==> config.mk <==
export PLATFORM = sky130hd
export DESIGN_NAME = slp_seq
export DESIGN_NICKNAME = d
export VERILOG_FILES = /design/src/rtl/slp_seq_pkg.sv /design/src/rtl/slp_seq_cmd.sv /design/src/rtl/slp_seq_tmr.sv /design/src/rtl/slp_seq_fsm.sv /design/src/rtl/slp_seq_out.sv /design/src/rtl/slp_seq.sv
export SDC_FILE = /design/constraint.sdc
export NUM_CORES = 1
export LEC_CHECK = 0
export ABC_AREA = 1
export ABC_CLOCK_PERIOD_IN_PS = 4400
export BUFFER_PORTS_ARGS = -buffer_cell sky130_fd_sc_hd__buf_2
export CORE_MARGIN = 5
export CORE_UTILIZATION = 40
export CTS_CLUSTER_DIAMETER = 40
export DETAILED_ROUTE_END_ITERATION = 8
export PLACE_DENSITY_LB_ADDON = 0.12
export SLEW_MARGIN = 20
export SYNTH_ARGS = -nofsm -noshare
export SYNTH_HDL_FRONTEND = slang
export SYNTH_SLANG_ARGS = --single-unit
==> constraint.sdc <==
create_clock -name clk_i -period 4.4 [get_ports clk_i]
set_clock_uncertainty 0.1 [all_clocks]
set_input_delay 0.22 -clock clk_i [delete_from_list [all_inputs] [get_ports clk_i]]
set_output_delay 0.22 -clock clk_i [all_outputs]
set_load 0.02 [all_outputs]
==> src/rtl/slp_seq_pkg.sv <==
package slp_seq_pkg;
  localparam int STS_W = 3;

  typedef enum logic [3:0] {
    S_RUN, S_L_CLK, S_L_SR, S_L_CPU, S_L_SLP,
    S_D_SR, S_D_ISO, S_D_OFF, S_D_SLP,
    S_X_PWR, S_X_CLK, S_X_SR, S_X_ISO
  } seq_st_e;

  typedef enum logic [STS_W-1:0] {
    STS_WORK  = 3'd0,
    STS_ENTER = 3'd1,
    STS_LIGHT = 3'd2,
    STS_DEEP  = 3'd3,
    STS_EXIT  = 3'd4
  } sts_e;
endpackage

==> src/rtl/slp_seq_cmd.sv <==
module slp_seq_cmd #(
  parameter int              TYPE_W     = 3,
  parameter logic [TYPE_W-1:0] LIGHT_CODE = 3'd2,
  parameter logic [TYPE_W-1:0] DEEP_CODE  = 3'd3
) (
  input  logic              clk_i,
  input  logic              rst_ni,
  input  logic              wr_i,
  input  logic [TYPE_W-1:0] type_i,
  input  logic              en_i,
  input  logic              idle_i,
  output logic              start_o,
  output logic              deep_o
);
  logic              en_q;
  logic [TYPE_W-1:0] typ_q;

  // enable lives one cycle: set by a write, cleared once sampled
  always_ff @(posedge clk_i or negedge rst_ni) begin
    if (!rst_ni) begin
      en_q  <= 1'b0;
      typ_q <= '0;
    end else begin
      en_q <= wr_i & en_i;
      if (wr_i) typ_q <= type_i;
    end
  end

  logic code_ok;
  assign code_ok = (typ_q == LIGHT_CODE) || (typ_q == DEEP_CODE);
  assign start_o = en_q & code_ok & idle_i;
  assign deep_o  = (typ_q == DEEP_CODE);
endmodule

==> src/rtl/slp_seq_tmr.sv <==
module slp_seq_tmr #(
  parameter int MIN_CYC = 4
) (
  input  logic clk_i,
  input  logic rst_ni,
  input  logic clr_i,
  output logic done_o
);
  if (MIN_CYC <= 1) begin : g_nowait
    logic unused_w;
    assign unused_w = ^{clk_i, rst_ni, clr_i};
    assign done_o   = 1'b1;
  end else begin : g_cnt
    localparam int          CW   = $clog2(MIN_CYC);
    localparam logic [CW-1:0] LAST = CW'(MIN_CYC - 1);
    logic [CW-1:0] cnt_q;

    always_ff @(posedge clk_i or negedge rst_ni) begin
      if (!rst_ni)            cnt_q <= '0;
      else if (clr_i)         cnt_q <= '0;
      else if (cnt_q != LAST) cnt_q <= cnt_q + 1'b1;
    end

    assign done_o = (cnt_q == LAST);
  end
endmodule

==> src/rtl/slp_seq_fsm.sv <==
module slp_seq_fsm
  import slp_seq_pkg::*;
(
  input  logic    clk_i,
  input  logic    rst_ni,
  input  logic    start_i,
  input  logic    deep_cmd_i,
  input  logic    step_done_i,
  input  logic    sr_ack_i,
  input  logic    pwr_good_i,
  input  logic    wake_any_i,
  input  logic    wake_light_i,
  output seq_st_e st_o,
  output logic    deep_o,
  output logic    step_clr_o,
  output logic    wake_sts_o
);
  seq_st_e st_q, st_d;
  logic    deep_q, pend_q, wsts_q;
  logic    wake_hit, in_entry, asleep;

  assign wake_hit = wake_any_i | (wake_light_i & ~deep_q);
  assign in_entry = st_q inside {S_L_CLK, S_L_SR, S_L_CPU, S_D_SR, S_D_ISO, S_D_OFF};
  assign asleep   = st_q inside {S_L_SLP, S_D_SLP};

  always_comb begin
    st_d = st_q;
    unique case (st_q)
      S_RUN:   if (start_i) st_d = deep_cmd_i ? S_D_SR : S_L_CLK;
      S_L_CLK: if (step_done_i) st_d = S_L_SR;
      S_L_SR:  if (step_done_i && sr_ack_i) st_d = S_L_CPU;
      S_L_CPU: if (step_done_i) st_d = S_L_SLP;
      S_D_SR:  if (step_done_i && sr_ack_i) st_d = S_D_ISO;
      S_D_ISO: if (step_done_i) st_d = S_D_OFF;
      S_D_OFF: if (step_done_i) st_d = S_D_SLP;
      S_L_SLP,
      S_D_SLP: if (wake_hit || pend_q) st_d = S_X_PWR;
      S_X_PWR: if (step_done_i && pwr_good_i) st_d = S_X_CLK;
      S_X_CLK: if (step_done_i) st_d = S_X_SR;
      S_X_SR:  if (step_done_i && !sr_ack_i) st_d = S_X_ISO;
      S_X_ISO: if (step_done_i) st_d = S_RUN;
      default: st_d = S_RUN;
    endcase
  end

  always_ff @(posedge clk_i or negedge rst_ni) begin
    if (!rst_ni) begin
      st_q   <= S_RUN;
      deep_q <= 1'b0;
      pend_q <= 1'b0;
      wsts_q <= 1'b0;
    end else begin
      st_q <= st_d;
      if (st_q == S_RUN && start_i) deep_q <= deep_cmd_i;
      // wake seen mid-entry is held until the sleep state is reached
      if (st_d == S_X_PWR)          pend_q <= 1'b0;
      else if (in_entry && wake_hit) pend_q <= 1'b1;
      if (st_q == S_RUN && start_i)        wsts_q <= 1'b0;
      else if (asleep && st_d == S_X_PWR)  wsts_q <= 1'b1;
    end
  end

  assign st_o       = st_q;
  assign deep_o     = deep_q;
  assign step_clr_o = (st_d != st_q);
  assign wake_sts_o = wsts_q;
endmodule

==> src/rtl/slp_seq_out.sv <==
module slp_seq_out
  import slp_seq_pkg::*;
(
  input  seq_st_e          st_i,
  input  logic             deep_i,
  output logic             clk_stop_o,
  output logic             mem_sr_o,
  output logic             cpu_pwr_o,
  output logic             cpu_rst_o,
  output logic             iso_o,
  output logic             aux_pwr_o,
  output logic [STS_W-1:0] sts_o
);
  sts_e sts;

  always_comb begin
    clk_stop_o = st_i inside {S_L_CLK, S_L_SR, S_L_CPU, S_L_SLP, S_D_OFF, S_D_SLP, S_X_PWR};
    mem_sr_o   = st_i inside {S_L_SR, S_L_CPU, S_L_SLP, S_D_SR, S_D_ISO, S_D_OFF, S_D_SLP,
                              S_X_PWR, S_X_CLK};
    cpu_pwr_o  = !(st_i inside {S_L_CPU, S_L_SLP, S_D_OFF, S_D_SLP});
    cpu_rst_o  = st_i inside {S_L_CPU, S_L_SLP, S_D_OFF, S_D_SLP, S_X_PWR, S_X_CLK, S_X_SR,
                              S_X_ISO};
    iso_o      = (st_i inside {S_D_ISO, S_D_OFF, S_D_SLP}) ||
                 (deep_i && (st_i inside {S_X_PWR, S_X_CLK, S_X_SR}));
    aux_pwr_o  = !(st_i inside {S_D_OFF, S_D_SLP});
    unique case (st_i)
      S_RUN:                      sts = STS_WORK;
      S_L_SLP:                    sts = STS_LIGHT;
      S_D_SLP:                    sts = STS_DEEP;
      S_X_PWR, S_X_CLK, S_X_SR,
      S_X_ISO:                    sts = STS_EXIT;
      default:                    sts = STS_ENTER;
    endcase
  end

  assign sts_o = sts;
endmodule

==> src/rtl/slp_seq.sv <==
module slp_seq
  import slp_seq_pkg::*;
#(
  parameter int                TYPE_W     = 3,
  parameter logic [TYPE_W-1:0] LIGHT_CODE = 3'd2,
  parameter logic [TYPE_W-1:0] DEEP_CODE  = 3'd3,
  parameter int                MIN_CYC    = 4
) (
  input  logic              clk_i,
  input  logic              rst_ni,
  input  logic              ctl_wr_i,
  input  logic [TYPE_W-1:0] ctl_type_i,
  input  logic              ctl_en_i,
  input  logic              wake_any_i,
  input  logic              wake_light_i,
  input  logic              sr_ack_i,
  input  logic              pwr_good_i,
  output logic              clk_stop_o,
  output logic              mem_sr_o,
  output logic              cpu_pwr_o,
  output logic              cpu_rst_o,
  output logic              iso_o,
  output logic              aux_pwr_o,
  output logic [2:0]        state_o,
  output logic              wake_sts_o
);
  seq_st_e st;
  logic    start, deep_cmd, deep_q, step_done, step_clr;

  slp_seq_cmd #(
    .TYPE_W(TYPE_W), .LIGHT_CODE(LIGHT_CODE), .DEEP_CODE(DEEP_CODE)
  ) u_cmd (
    .clk_i, .rst_ni,
    .wr_i    (ctl_wr_i),
    .type_i  (ctl_type_i),
    .en_i    (ctl_en_i),
    .idle_i  (st == S_RUN),
    .start_o (start),
    .deep_o  (deep_cmd)
  );

  slp_seq_tmr #(.MIN_CYC(MIN_CYC)) u_tmr (
    .clk_i, .rst_ni,
    .clr_i  (step_clr),
    .done_o (step_done)
  );

  slp_seq_fsm u_fsm (
    .clk_i, .rst_ni,
    .start_i      (start),
    .deep_cmd_i   (deep_cmd),
    .step_done_i  (step_done),
    .sr_ack_i     (sr_ack_i),
    .pwr_good_i   (pwr_good_i),
    .wake_any_i   (wake_any_i),
    .wake_light_i (wake_light_i),
    .st_o         (st),
    .deep_o       (deep_q),
    .step_clr_o   (step_clr),
    .wake_sts_o   (wake_sts_o)
  );

  slp_seq_out u_out (
    .st_i       (st),
    .deep_i     (deep_q),
    .clk_stop_o (clk_stop_o),
    .mem_sr_o   (mem_sr_o),
    .cpu_pwr_o  (cpu_pwr_o),
    .cpu_rst_o  (cpu_rst_o),
    .iso_o      (iso_o),
    .aux_pwr_o  (aux_pwr_o),
    .sts_o      (state_o)
  );
endmodule

==> insert_results.sql, run 1 <==
INSERT INTO impl_metrics (metric_group, metric, value, unit) VALUES
('synth', 'synth.net_count', '172', ''),
('timing', 'worst_slack_setup_final', '2.377', 'ns'),
('pwr', 'pwr-share-clk', '9.6', '%'),
('placed_design', 'gp_routability_congestion', '0.8464', ''),
('pwr', 'power_density', '603.4', 'nW/µm²'),
('worst_setup_path', 'timing.critical_path.from_type', 'flip-flop', ''),
('layout', 'flow.area_growth_from_synthesis', '15.11', '%'),
('clock_tree', 'post_cts_resize_count', '0', ''),
('layout', 'ant_diodes', '0', ''),
('clock_tree', 'tritoncts', 'done', ''),
('routing', 'postRouteAntennaNets', '0', ''),
('routing', 'viasPerCell', '4.948', ''),
('clock_tree', 'cts_setup_buffers', '0', ''),
('worst_setup_path', 'cp_data_arrival_time', '1.70', 'ns'),
('timing', 'fin_crit_sh', '45.97', '%'),
('routing', 'vias', '1049', ''),
('clock_tree', 'cts_root_buffer', 'sky130_fd_sc_hd__clkbuf_4', ''),
('synth', 'synthDistinctLibCells', '26', ''),
('pwr', 'power.internal', '336.6', 'µW'),
('clock_tree', 'clkLatencyLatePin', '0.26', 'ns'),
('global_route', 'grt_start_max_net_pins', '14', ''),
('clock_tree', 'numCtsBuffers', '3', ''),
('layout', 'fin_nets', '195', ''),
('routing', 'drtIter0Drc', '28', ''),
('routing', 'routed_wirelength', '2379', 'µm'),
('clock_tree', 'postCtsHoldBufs', '1', ''),
('worst_setup_path', 'timing.critical_path.fanout_max', '9', ''),
('routing', 'drt_wl_cell', '11.22', 'µm'),
('worst_setup_path', 'required', '4.08', 'ns'),
('pwr', 'power.net_switching', '382.2', 'µW'),
('timing', 'min_period', '2.023', 'ns'),
('pwr', 'share_seq_of_total_power', '28.3', '%'),
('timing', 'fmaxAchievable', '494.4', 'MHz'),
('timing', 'drv_slew', '0', ''),
('timing', 'worst_slew_pin_slew', '0.5257', 'ns'),
('pwr', 'combinational_share_of_power', '62.1', '%'),
('global_route', 'grt_pass1_vias', '939', ''),
('pwr', 'peakVddDrop', '322.2', 'µV'),
('timing', 'timing_hold_violations_final', '0', ''),
('placed_design', 'number_of_i_o_port_buffers', '20', ''),
('status', 'run_status', 'finished, final reports clean', ''),
('floorplan', 'core_area', '2477', 'µm²'),
('layout', 'layout-drive-gt1-share', '26.37', '%'),
('global_route', 'global_route.overflow_total', '0', ''),
('floorplan', 'vertical_die_dimension', '60.86', 'µm'),
('timing', 'final-setup-viol-count', '0', ''),
('synth', 'ys_seq_elements', '13', ''),
('worst_hold_path', 'min_path_type', 'in -> reg', ''),
('worst_setup_path', 'worst-setup-path-type', 'reg -> out', ''),
('routing', 'firstDrtPassIters', '4', ''),
('floorplan', 'rows', '18', ''),
('global_route', 'grt_first_pass_wirelength', '3815', 'µm'),
('routing', 'drcViolationCount', '0', ''),
('clock_tree', 'clock_tree.buffer_depth', '2', ''),
('clock_tree', 'clock_tree.htree_level_count', '1', ''),
('floorplan', 'die_area', '3704', 'µm²'),
('floorplan', 'initial_cell_density_of_the_core', '41.77', '%'),
('job', 'cap_violations', '0', ''),
('pwr', 'power_leakage', '0.0006960', 'µW'),
('global_route', 'number_of_antenna_violations_at_the_first_check_in_global_routing', '0', ''),
('floorplan', 'io_pins', '21', ''),
('synth', 'yosys_warnings', '0', ''),
('synth', 'postSynthCellCount', '160', ''),
('floorplan', 'chipWidth', '60.86', 'µm'),
('clock_tree', 'clk_pin_slew', '0.07', 'ns'),
('pwr', 'power_switching_share', '53.18', '%'),
('worst_setup_path', 'timing.reg2reg.setup_slack', '2.50', 'ns'),
('placed_design', 'place_ws', '2.529', 'ns'),
('worst_setup_path', 'endpoint_kind', 'output pin', ''),
('timing', 'timing.max_slew.rel_slack', '64.96', '%'),
('synth', 'synth-seq-area-share', '31.44', '%'),
('synth', 'synth_area_per_cell', '6.467', 'µm²'),
('clock_tree', 'clkSinkCount', '13', ''),
('synth', 'post_synth_design_cell_area', '1035', 'µm²'),
('timing', 'total_neg_setup_slack', '0', 'ns'),
('timing', 'rsz_0062_raised_after_global_routing', 'no', ''),
('placed_design', 'place.detailed.hpwl', '1941', 'µm'),
('global_route', 'grt_util_all_layers', '13.77', '%');
==> path summary, 6_finish.rpt <==
kind | startpoint | to | cells past startpoint
worst max-delay path | u_fsm.st_o[3] | cpu_rst_o | 7
worst min-delay path | ctl_en_i | u_cmd.en_q | 3
worst max register to register | u_tmr.g_cnt.cnt_q[0] | u_tmr.g_cnt.cnt_q[1] | 11
worst min register to register | u_cmd.typ_q[0] | u_cmd.typ_q[0] | 1
max in group asynchronous | rst_ni | u_fsm.st_o[2] | 2
min in group asynchronous | rst_ni | u_cmd.typ_q[2] | 2
==> area by class of cell <==
type / count / area (µm²)
flip-flops and latches: 13 / 325.3
clock buffers: 4 / 26.28
multi-input cells: 122 / 604.3
fillers: 263 / 1286
inverters: 22 / 87.58
repair buffers: 21 / 110.1
well taps: 30 / 37.54
==> placed cells by master, fill, tap and decap left out, drive strengths merged <==
master       synthesis  routed
dfrtp               13      13
buf                  3      20
nor3                 3       3
mux2i                1       1
ha                   1       1
clkbuf               0       4
a21oi                3       3
mux2                 2       2
clkinv               1       1
dlygate4sd3          0       1
o22ai                1       1
nand4                1       1
inv                 21      21
nor2                29      29
nand3               18      18
nand2               56      56
o21ai                6       6
xor2                 1       1
==> power by group through the flow <==
stage                     combinational [µW]  clock [µW]  sequential [µW]
final                                    446        69.2              203
after detailed placement                 448           0              206
after global placement                   448           0              205
after CTS                                452        73.7              203
after global routing                     494        79.1              208
after floorplan                          364           0              176
==> through the flow <==
step	total power, µW	cell area, µm²	util, %	instances	hold slack (ns)
after global routing	781.2	1191	48.08	212	0.04731
after global placement	652.9	1155	46.62	207	0.01895
after CTS	728.7	1191	48.08	212	0.03147
after floorplan	539.2	1035	-	160	-0.1756
final	718.8	1191	48.08	212	0.03755
after detailed placement	654.6	1155	46.62	207	0.01906
==> worst max-delay path: stages, from the launching register on <==
cell                      delay (ns)
sky130_fd_sc_hd__dfrtp_1        0.67
sky130_fd_sc_hd__inv_4          0.10
sky130_fd_sc_hd__nor2_4         0.18
sky130_fd_sc_hd__nand2_1        0.08
sky130_fd_sc_hd__nand2_2        0.09
sky130_fd_sc_hd__nor2_1         0.08
sky130_fd_sc_hd__nand2_1        0.07
sky130_fd_sc_hd__buf_2          0.16
==> cells in the mapped netlist <==
cell,n,area share [%]
sky130_fd_sc_hd__nor2_2,5,3.0
sky130_fd_sc_hd__ha_1,1,1.2
sky130_fd_sc_hd__buf_2,2,0.97
sky130_fd_sc_hd__o22ai_1,1,0.60
sky130_fd_sc_hd__nor2_1,22,8.0
sky130_fd_sc_hd__inv_2,5,1.8
sky130_fd_sc_hd__inv_1,14,5.1
sky130_fd_sc_hd__clkinv_1,1,0.36
sky130_fd_sc_hd__nor2_8,1,1.9
sky130_fd_sc_hd__mux2i_1,1,0.97
sky130_fd_sc_hd__inv_4,2,1.2
sky130_fd_sc_hd__o21ai_0,5,2.4
sky130_fd_sc_hd__nand2_1,49,18
sky130_fd_sc_hd__dfrtp_1,13,31
sky130_fd_sc_hd__o21ai_1,1,0.48
sky130_fd_sc_hd__nor3_1,3,1.5
sky130_fd_sc_hd__nand3_1,16,7.7
sky130_fd_sc_hd__xor2_1,1,0.85
sky130_fd_sc_hd__nand4_1,1,0.60
sky130_fd_sc_hd__mux2_2,2,2.2
sky130_fd_sc_hd__nand2_2,6,3.6
sky130_fd_sc_hd__a21oi_1,3,1.5
sky130_fd_sc_hd__buf_4,1,0.73
sky130_fd_sc_hd__nand3_2,2,1.9
sky130_fd_sc_hd__nand2_4,1,1.1
sky130_fd_sc_hd__nor2_4,1,1.1
==> kinds of logic after synthesis <==
group	share of synthesized area, %
compound gates	4.957
flops	31.44
xor+xnor	0.8466
fa+ha+maj	1.209
mux	3.144
buf+inv	10.16
simple gates	48.25
==> flip-flops by register name (all words and copies together) (netlist names) <==
register	flops
u_fsm.wake_sts_o	1
u_tmr.g_cnt.cnt_q	2
u_cmd.typ_q	3
u_fsm.pend_q	1
u_fsm.st_o	4
u_cmd.en_q	1
u_fsm.deep_o	1
==> per-layer routing <==
layer,share of wire [%],vias to the layer above,track usage [%]
met5,0,-,0
met4,1.0,0,6.502
met3,6.1,4,1.489
met2,50,36,24.43
met1,43,462,16.49
li1,-,547,-
No activity file was read; power rests on OpenSTA's default activity.
==> inputs of run 2 (changes only) <==
--- a/config.mk
+++ b/config.mk
@@ -5,8 +5,8 @@
 export SDC_FILE = /design/constraint.sdc
 export NUM_CORES = 1
 export LEC_CHECK = 0
-export ABC_AREA = 1
-export ABC_CLOCK_PERIOD_IN_PS = 4400
+export ABC_AREA = 0
+export ABC_CLOCK_PERIOD_IN_PS = 2100
 export BUFFER_PORTS_ARGS = -buffer_cell sky130_fd_sc_hd__buf_2
 export CORE_MARGIN = 5
 export CORE_UTILIZATION = 40
==> constraint.sdc (replaced) <==
create_clock -name clk_i -period 2.1 [get_ports clk_i]
set_clock_uncertainty 0.1 [all_clocks]
set_input_delay 0.105 -clock clk_i [delete_from_list [all_inputs] [get_ports clk_i]]
set_output_delay 0.105 -clock clk_i [all_outputs]
set_load 0.02 [all_outputs]
==> run 2 against run 1 <==
Net effect:
- synthesized cell count is 34% lower
- critical path type is now reg -> reg
- sequential share of layout area is 1.1 points higher
- count of clock-buffer cells in the layout is 1 lower
- worst hold slack worse by 0.029 ns
- die area is 6.2% lower
- worst setup slack worse by 2.2 ns
==> insert_results.sql, run 2 <==
INSERT INTO impl_metrics (metric_group, metric, value, unit) VALUES
('routing', 'vias', '875', ''),
('job', 'cap_violations', '0', ''),
('placed_design', 'gp_routability_congestion', '0.8060', ''),
('worst_setup_path', 'endpoint_kind', 'flip-flop', ''),
('timing', 'fin_crit_sh', '92.28', '%'),
('timing', 'worst_slew_pin_slew', '0.4764', 'ns'),
('worst_setup_path', 'timing.critical_path.from_type', 'flip-flop', ''),
('placed_design', 'place.detailed.hpwl', '1653', 'µm'),
('timing', 'min_period', '1.938', 'ns'),
('routing', 'firstDrtPassIters', '4', ''),
('routing', 'postRouteAntennaNets', '0', ''),
('placed_design', 'number_of_i_o_port_buffers', '20', ''),
('floorplan', 'vertical_die_dimension', '58.95', 'µm'),
('routing', 'viasPerCell', '5.538', ''),
('worst_setup_path', 'critPathBufInv', '0', ''),
('worst_setup_path', 'worst-r2r-cell-count', '5', ''),
('floorplan', 'chipWidth', '58.95', 'µm'),
('synth', 'post_synth_design_cell_area', '958.4', 'µm²'),
('worst_setup_path', 'timing.critical_path.fanout_max', '13', ''),
('timing', 'timing_hold_violations_final', '0', ''),
('routing', 'routed_wirelength', '2292', 'µm'),
('clock_tree', 'clock_tree.htree_level_count', '1', ''),
('worst_hold_path', 'whs_path_depth', '2', ''),
('layout', 'layout.cells.most_common_list', '20 x sky130_fd_sc_hd__buf_2, 11 x sky130_fd_sc_hd__dfrtp_1, 9 x sky130_fd_sc_hd__o21ai_0', ''),
('clock_tree', 'cts_setup_buffers', '0', ''),
('layout', 'mostFrequentLayoutCell', 'sky130_fd_sc_hd__buf_2', ''),
('worst_setup_path', 'worst-setup-path-type', 'reg -> reg', ''),
('worst_setup_path', 'critical_path.startpoint', 'u_tmr.g_cnt.cnt_q[1]', ''),
('synth', 'ys_seq_elements', '13', ''),
('clock_tree', 'tritoncts', 'done', ''),
('layout', 'largest_register_ff_count', '4', ''),
('routing', 'drtIter0Drc', '18', ''),
('worst_setup_path', 'cp_data_arrival_time', '1.98', 'ns'),
('floorplan', 'die_area', '3475', 'µm²'),
('synth', 'number_of_enable_type_register_cells_in_the_synthesized_netlist', '0', ''),
('synth', 'synth.net_count', '117', ''),
('worst_setup_path', 'slowest_delay', '0.46', 'ns'),
('layout', 'fill_cells', '221', ''),
('synth', 'synthDistinctLibCells', '45', ''),
('floorplan', 'rows', '17', ''),
('global_route', 'grt_first_pass_wirelength', '3939', 'µm'),
('synth', 'postSynthCellCount', '105', ''),
('synth', 'synthDominantCellAreaShare', '33.94', '%'),
('worst_setup_path', 'required', '2.14', 'ns'),
('routing', 'drt_wl_cell', '14.51', 'µm'),
('timing', 'fmaxAchievable', '516.0', 'MHz'),
('worst_setup_path', 'cp_top_delay_family', 'compound AO/OA/AOI/OAI gates', ''),
('layout', 'final_cell_area_excluding_filler_cells', '1152', 'µm²'),
('placed_design', 'postPlaceCellArea', '1067', 'µm²'),
('clock_tree', 'clk_pin_slew', '0.08', 'ns'),
('floorplan', 'core_area', '2255', 'µm²'),
('worst_setup_path', 'rr_endpoint', 'u_fsm.pend_q', ''),
('timing', 'timing.max_slew.rel_slack', '68.03', '%'),
('synth', 'ranking_of_synthesized_cells_by_area', 'sky130_fd_sc_hd__dfrtp_1 34%, sky130_fd_sc_hd__o21ai_0 4.7%, sky130_fd_sc_hd__mux2_2 4.7%, sky130_fd_sc_hd__buf_6 3.5%, sky130_fd_sc_hd__nor2_1 2.7%', ''),
('pwr', 'power_leakage', '0.0005101', 'µW'),
('layout', 'register_area', '327.8', 'µm²'),
('synth', 'dominantRegCellSynth', 'sky130_fd_sc_hd__dfrtp_1', ''),
('synth', 'most_common_library_cells_after_synthesis', '13 x sky130_fd_sc_hd__dfrtp_1, 9 x sky130_fd_sc_hd__o21ai_0, 7 x sky130_fd_sc_hd__nor2_1', ''),
('layout', 'layout-drive-gt1-share', '32.31', '%'),
('pwr', 'total_power', '1762', 'µW'),
('layout', 'ant_diodes', '0', ''),
('global_route', 'number_of_antenna_violations_at_the_first_check_in_global_routing', '0', ''),
('worst_setup_path', 'timing.reg2reg.setup_slack', '0.16', 'ns'),
('clock_tree', 'cts_root_buffer', 'sky130_fd_sc_hd__clkbuf_4', ''),
('global_route', 'global_route.overflow_total', '0', ''),
('synth', 'synth-seq-area-share', '33.94', '%'),
('worst_hold_path', 'min_path_type', 'in -> reg', ''),
('layout', 'fin_nets', '143', ''),
('clock_tree', 'clkLatencyLatePin', '0.27', 'ns'),
('status', 'run_status', 'finished, final reports clean', ''),
('floorplan', 'initial_cell_density_of_the_core', '42.51', '%'),
('worst_setup_path', 'worst_path_max_delay_cell', 'sky130_fd_sc_hd__ha_1', ''),
('synth', 'synth_async_sr_flop_share', '100.0', '%'),
('floorplan', 'io_pins', '21', ''),
('worst_setup_path', 'critical_path_depth', '5', ''),
('worst_setup_path', 'worstReg2RegStart', 'u_tmr.g_cnt.cnt_q[1]', ''),
('clock_tree', 'numCtsBuffers', '3', ''),
('synth', 'synth_area_per_cell', '9.128', 'µm²'),
('pwr', 'peakVddDrop', '909.7', 'µV'),
('timing', 'total_neg_setup_slack', '0', 'ns'),
('clock_tree', 'clkSinkCount', '13', ''),
('timing', 'drv_slew', '0', ''),
('synth', 'most_numerous_cell_in_the_yosys_netlist', 'sky130_fd_sc_hd__dfrtp_1', ''),
('worst_setup_path', 'critical_path.endpoint', 'u_fsm.pend_q', ''),
('layout', 'multi_input_comb_area', '566.8', 'µm²'),
('global_route', 'grt_util_all_layers', '14.53', '%'),
('routing', 'drcViolationCount', '0', ''),
('clock_tree', 'clock_tree.buffer_depth', '2', ''),
('pwr', 'power_density', '1529', 'nW/µm²'),
('global_route', 'grt_pass1_vias', '847', ''),
('synth', 'yosys_warnings', '0', ''),
('timing', 'final-setup-viol-count', '0', ''),
('layout', 'flow.area_growth_from_synthesis', '20.24', '%'),
('global_route', 'grt_start_max_net_pins', '20', ''),
('synth', 'synth_top_cell_by_area', 'sky130_fd_sc_hd__dfrtp_1', ''),
('worst_setup_path', 'worst_path_cell_trace', 'ha_1 -> a31oi_1 -> o21a_1 -> a211oi_1 -> a31oi_2', '');
[run 2: what timing repair did]
| item | 4_1_cts | 5_1_grt |
|---|---|---|
| gates resized for setup | 0 | 3 |
| hold buffers | 5 | 0 |
| hold endpoints to repair | 17 | 0 |
| endpoints found under the setup margin | 0 | 2 |
[run 2: layer usage]
layer,share of wire [%],wire (µm),up-vias,global-route usage [%]
met5,0,0,-,0
met4,0.79,18,0,6.472
met3,4.1,93,2,1.535
met2,52,1184,24,24.76
met1,43,995,413,18.34
li1,-,-,436,-
[run 2: worst reg2reg max path, cell delays in order, from the launching register on]
cell and delay (ns):
sky130_fd_sc_hd__dfrtp_1 0.37, sky130_fd_sc_hd__ha_1 0.46, sky130_fd_sc_hd__a31oi_1 0.14, sky130_fd_sc_hd__o21a_1 0.21
sky130_fd_sc_hd__a211oi_1 0.38, sky130_fd_sc_hd__a31oi_2 0.15
[run 2: how the worst min path moves through the flow]
| stage | start | to | slack [ns] |
|---|---|---|---|
| 2_1_floorplan | rst_ni | u_cmd.en_q | -0.29 |
| 3_3_place_gp | rst_ni | u_fsm.wake_sts_o | -0.1 |
| 3_5_place_dp | rst_ni | u_fsm.pend_q | -0.09 |
| 4_1_cts | ctl_wr_i | u_cmd.en_q | 0.004 |
| 5_1_grt | ctl_wr_i | u_cmd.en_q | 0.008 |
| 6_report | ctl_wr_i | u_cmd.en_q | 0.009 |
[run 2: stage by stage]
step | worst slack, ns | instances | utilization [%] | hold slack [ns]
after CTS | 0.05190 | 158 | 50.78 | 0.004302
after detailed placement | 0.1984 | 149 | 47.34 | -0.09103
after global routing | -0.007258 | 158 | 51.11 | 0.008255
after global placement | 0.2201 | 149 | 47.34 | -0.09763
final | 0.1622 | 158 | 51.11 | 0.008794
after floorplan | 0.2810 | 105 | - | -0.2906
[run 2: logic make-up (layout without fill, tap and decap cells)]
group | after synthesis | in the layout | synth area share (%)
adders and majority gates | 2 | 2 | 2.350
xor gates and xnor gates | 3 | 3 | 2.742
muxes | 5 | 5 | 5.744
DFF | 13 | 13 | 33.94
AOI/OAI and AO/OA | 36 | 36 | 26.89
buffers and inverters | 12 | 37 | 7.440
and+or+nand+nor | 34 | 34 | 20.89
[run 2: layout make-up]
type                       count  area share, %
clock buffer                   3          1.954
clock inverter                 1         0.4343
inverter                       4          1.303
multi-input combinational     80          49.19
sequential                    13          28.45
tap                           28          3.040
timing repair buffer          29          15.64
[run 2: power breakdown]
group	internal (µW)	switching, µW
sequential	339	171
clock	70.6	85.5
combinational	471	625
total	880	882
==> inputs of run 3 (changes only) <==
--- a/config.mk
+++ b/config.mk
@@ -13,6 +13,7 @@
 export CTS_CLUSTER_DIAMETER = 40
 export DETAILED_ROUTE_END_ITERATION = 8
 export PLACE_DENSITY_LB_ADDON = 0.12
+export RECOVER_POWER = 100
 export SLEW_MARGIN = 20
 export SYNTH_ARGS = -nofsm -noshare
 export SYNTH_HDL_FRONTEND = slang
==> run 3 against run 2 <==
Net effect:
- sequential power hardly changed
- count of clock-buffer cells in the layout is the same
- clock power is essentially flat
- maximum frequency down 0.33%
- first-iteration DRC count up 11%
- core utilization is 0.44 points lower
- critical path depth increased by 1
- highest routed layer unchanged
- final area decreased by 0.87%
==> insert_results.sql, run 3 (synthesis gave the netlist of run 2 again) <==
INSERT INTO impl_metrics (metric_group, metric, value, unit) VALUES
('worst_setup_path', 'slowest_delay', '0.53', 'ns'),
('clock_tree', 'clkSinkCount', '13', ''),
('worst_setup_path', 'worst-r2r-cell-count', '5', ''),
('status', 'run_status', 'finished, final reports clean', ''),
('layout', 'flow.area_growth_from_synthesis', '19.19', '%'),
('layout', 'fin_nets', '143', ''),
('routing', 'routed_wirelength', '2279', 'µm'),
('routing', 'wl_met3', '80', 'µm'),
('placed_design', 'postPlaceCellArea', '1067', 'µm²'),
('clock_tree', 'cts_root_buffer', 'sky130_fd_sc_hd__clkbuf_4', ''),
('placed_design', 'place_ws', '0.1984', 'ns'),
('layout', 'layout-drive-gt1-share', '26.15', '%'),
('clock_tree', 'cts_setup_buffers', '0', ''),
('routing', 'met2_wl_post_dr', '1175', 'µm'),
('worst_setup_path', 'critPathBufInv', '2', ''),
('clock_tree', 'tritoncts', 'done', ''),
('floorplan', 'chipWidth', '58.95', 'µm'),
('clock_tree', 'clkLatencyLatePin', '0.27', 'ns'),
('worst_setup_path', 'cp_data_arrival_time', '1.74', 'ns'),
('routing', 'detailed_routing_wirelength_on_met1', '1004', 'µm'),
('clock_tree', 'clk_pin_slew', '0.08', 'ns'),
('floorplan', 'initial_cell_density_of_the_core', '42.51', '%'),
('floorplan', 'io_pins', '21', ''),
('worst_setup_path', 'endpoint_kind', 'output pin', ''),
('routing', 'drtIter0Drc', '20', ''),
('global_route', 'grt_first_pass_wirelength', '3939', 'µm'),
('placed_design', 'gp_routability_congestion', '0.8060', ''),
('timing', 'total_neg_setup_slack', '0', 'ns'),
('floorplan', 'vertical_die_dimension', '58.95', 'µm'),
('floorplan', 'rows', '17', ''),
('routing', 'viasPerCell', '5.506', ''),
('timing', 'fmaxAchievable', '514.3', 'MHz'),
('layout', 'fill_cells', '224', ''),
('timing', 'worst_slew_pin_slew', '0.7130', 'ns'),
('job', 'cap_violations', '0', ''),
('layout', 'layout.cells.most_common_list', '11 x sky130_fd_sc_hd__buf_2, 11 x sky130_fd_sc_hd__dfrtp_1, 9 x sky130_fd_sc_hd__o21ai_0', ''),
('floorplan', 'die_area', '3475', 'µm²'),
('global_route', 'grt_pass1_vias', '847', ''),
('pwr', 'total_power', '1742', 'µW'),
('global_route', 'global_route.overflow_total', '0', ''),
('worst_setup_path', 'critical_path_depth', '6', ''),
('timing', 'fin_crit_sh', '92.58', '%'),
('global_route', 'number_of_antenna_violations_at_the_first_check_in_global_routing', '0', ''),
('worst_setup_path', 'cp_top_delay_family', 'flip-flops', ''),
('worst_setup_path', 'worst_path_cell_trace', 'nor2b_1 -> buf_4 -> o21a_1 -> a21oi_1 -> nand2b_1 -> buf_2', ''),
('placed_design', 'place.detailed.hpwl', '1653', 'µm'),
('timing', 'fin_worst_hold_slack', '0.009238', 'ns'),
('worst_setup_path', 'worst_path_max_delay_cell', 'sky130_fd_sc_hd__dfrtp_2', ''),
('pwr', 'power_density', '1525', 'nW/µm²'),
('floorplan', 'core_area', '2255', 'µm²'),
('clock_tree', 'numCtsBuffers', '3', ''),
('timing', 'drv_slew', '0', ''),
('worst_setup_path', 'worst-setup-path-type', 'reg -> out', ''),
('timing', 'min_period', '1.944', 'ns'),
('pwr', 'peakVddDrop', '907.0', 'µV'),
('worst_setup_path', 'required', '1.89', 'ns'),
('global_route', 'grt_util_all_layers', '14.53', '%'),
('timing', 'timing.max_slew.rel_slack', '52.47', '%'),
('timing', 'timing_hold_violations_final', '0', ''),
('worst_hold_path', 'min_path_type', 'in -> reg', ''),
('routing', 'vias', '870', ''),
('worst_setup_path', 'timing.critical_path.fanout_max', '19', ''),
('worst_hold_path', 'whs_path_depth', '2', ''),
('layout', 'final_cell_area_excluding_filler_cells', '1142', 'µm²'),
('routing', 'drt_wl_cell', '14.42', 'µm'),
('layout', 'ant_diodes', '0', ''),
('routing', 'postRouteAntennaNets', '0', ''),
('clock_tree', 'clock_tree.buffer_depth', '2', ''),
('layout', 'largest_register_ff_count', '4', ''),
('routing', 'drcViolationCount', '0', ''),
('timing', 'worst_slack_setup_final', '0.1558', 'ns'),
('routing', 'firstDrtPassIters', '4', ''),
('worst_setup_path', 'timing.critical_path.from_type', 'flip-flop', ''),
('routing', 'highest-signal-layer', 'met4', ''),
('timing', 'final-setup-viol-count', '0', ''),
('placed_design', 'number_of_i_o_port_buffers', '20', ''),
('pwr', 'power_leakage', '0.0004881', 'µW'),
('clock_tree', 'clock_tree.htree_level_count', '1', ''),
('global_route', 'grt_start_max_net_pins', '20', '');
## run 3: changes by cell type in the layout (fill, tap and decap cells not counted), sizes merged
cell | before | now
clkbuf | 3 | 12
buf | 24 | 15
## run 3: metrics by stage
stage          cells  util [%]
2_1_floorplan    105         -
3_3_place_gp     149     47.34
3_5_place_dp     149     47.34
4_1_cts          158     50.78
5_1_grt          158     50.67
6_report         158     50.67
## run 3: worst paths after layout
path / startpoint / endpoint / slack, ns
worst max-delay path: u_fsm.st_o[3] / cpu_rst_o / 0.16
worst min-delay path: ctl_wr_i / u_cmd.en_q / 0.009
worst max register to register: u_tmr.g_cnt.cnt_q[1] / u_fsm.pend_q / 0.17
worst min register to register: u_fsm.wake_sts_o / u_fsm.wake_sts_o / 0.40
max in group asynchronous: rst_ni / u_fsm.st_o[2] / 1.12
min in group asynchronous: rst_ni / u_fsm.deep_o / 0.29
## run 3: worst reg2reg max path: cells and delay by family, from the launching register on
kind	cells	cell delay [ns]
AO/OA/AOI/OAI	4	0.87
adder cells (fa/ha/maj)	1	0.45
flip-flops	1	0.37
## run 3: area by class of cell
cell class                 instances  area, µm²  share of cell area (%)
timing repair buffer              29      170.2                   14.90
tap                               28      35.03                   3.067
inverter                           4      15.01                   1.314
sequential                        13      327.8                   28.70
multi-input combinational         80      566.8                   49.62
clock buffer                       3      22.52                   1.972
clock inverter                     1      5.005                  0.4381
## run 3: routing by layer
| layer | vias up | global-route usage [%] |
|---|---|---|
| met3 | 2 | 1.535 |
| met1 | 412 | 18.34 |
| li1 | 436 | - |
| met2 | 20 | 24.76 |
| met4 | 0 | 6.472 |
| met5 | - | 0 |
## run 3: timing repair
action | 4_1_cts | 5_1_grt
hold buffers | 5 | 0
endpoints found under the setup margin | 0 | 2
resized for setup | 0 | 3
endpoints found under the hold margin | 17 | 0
## run 3: report_power, final
part	internal [µW]	switching [µW]
registers	339	171
clock network	70.6	85.5
logic	449	628
total	858	884
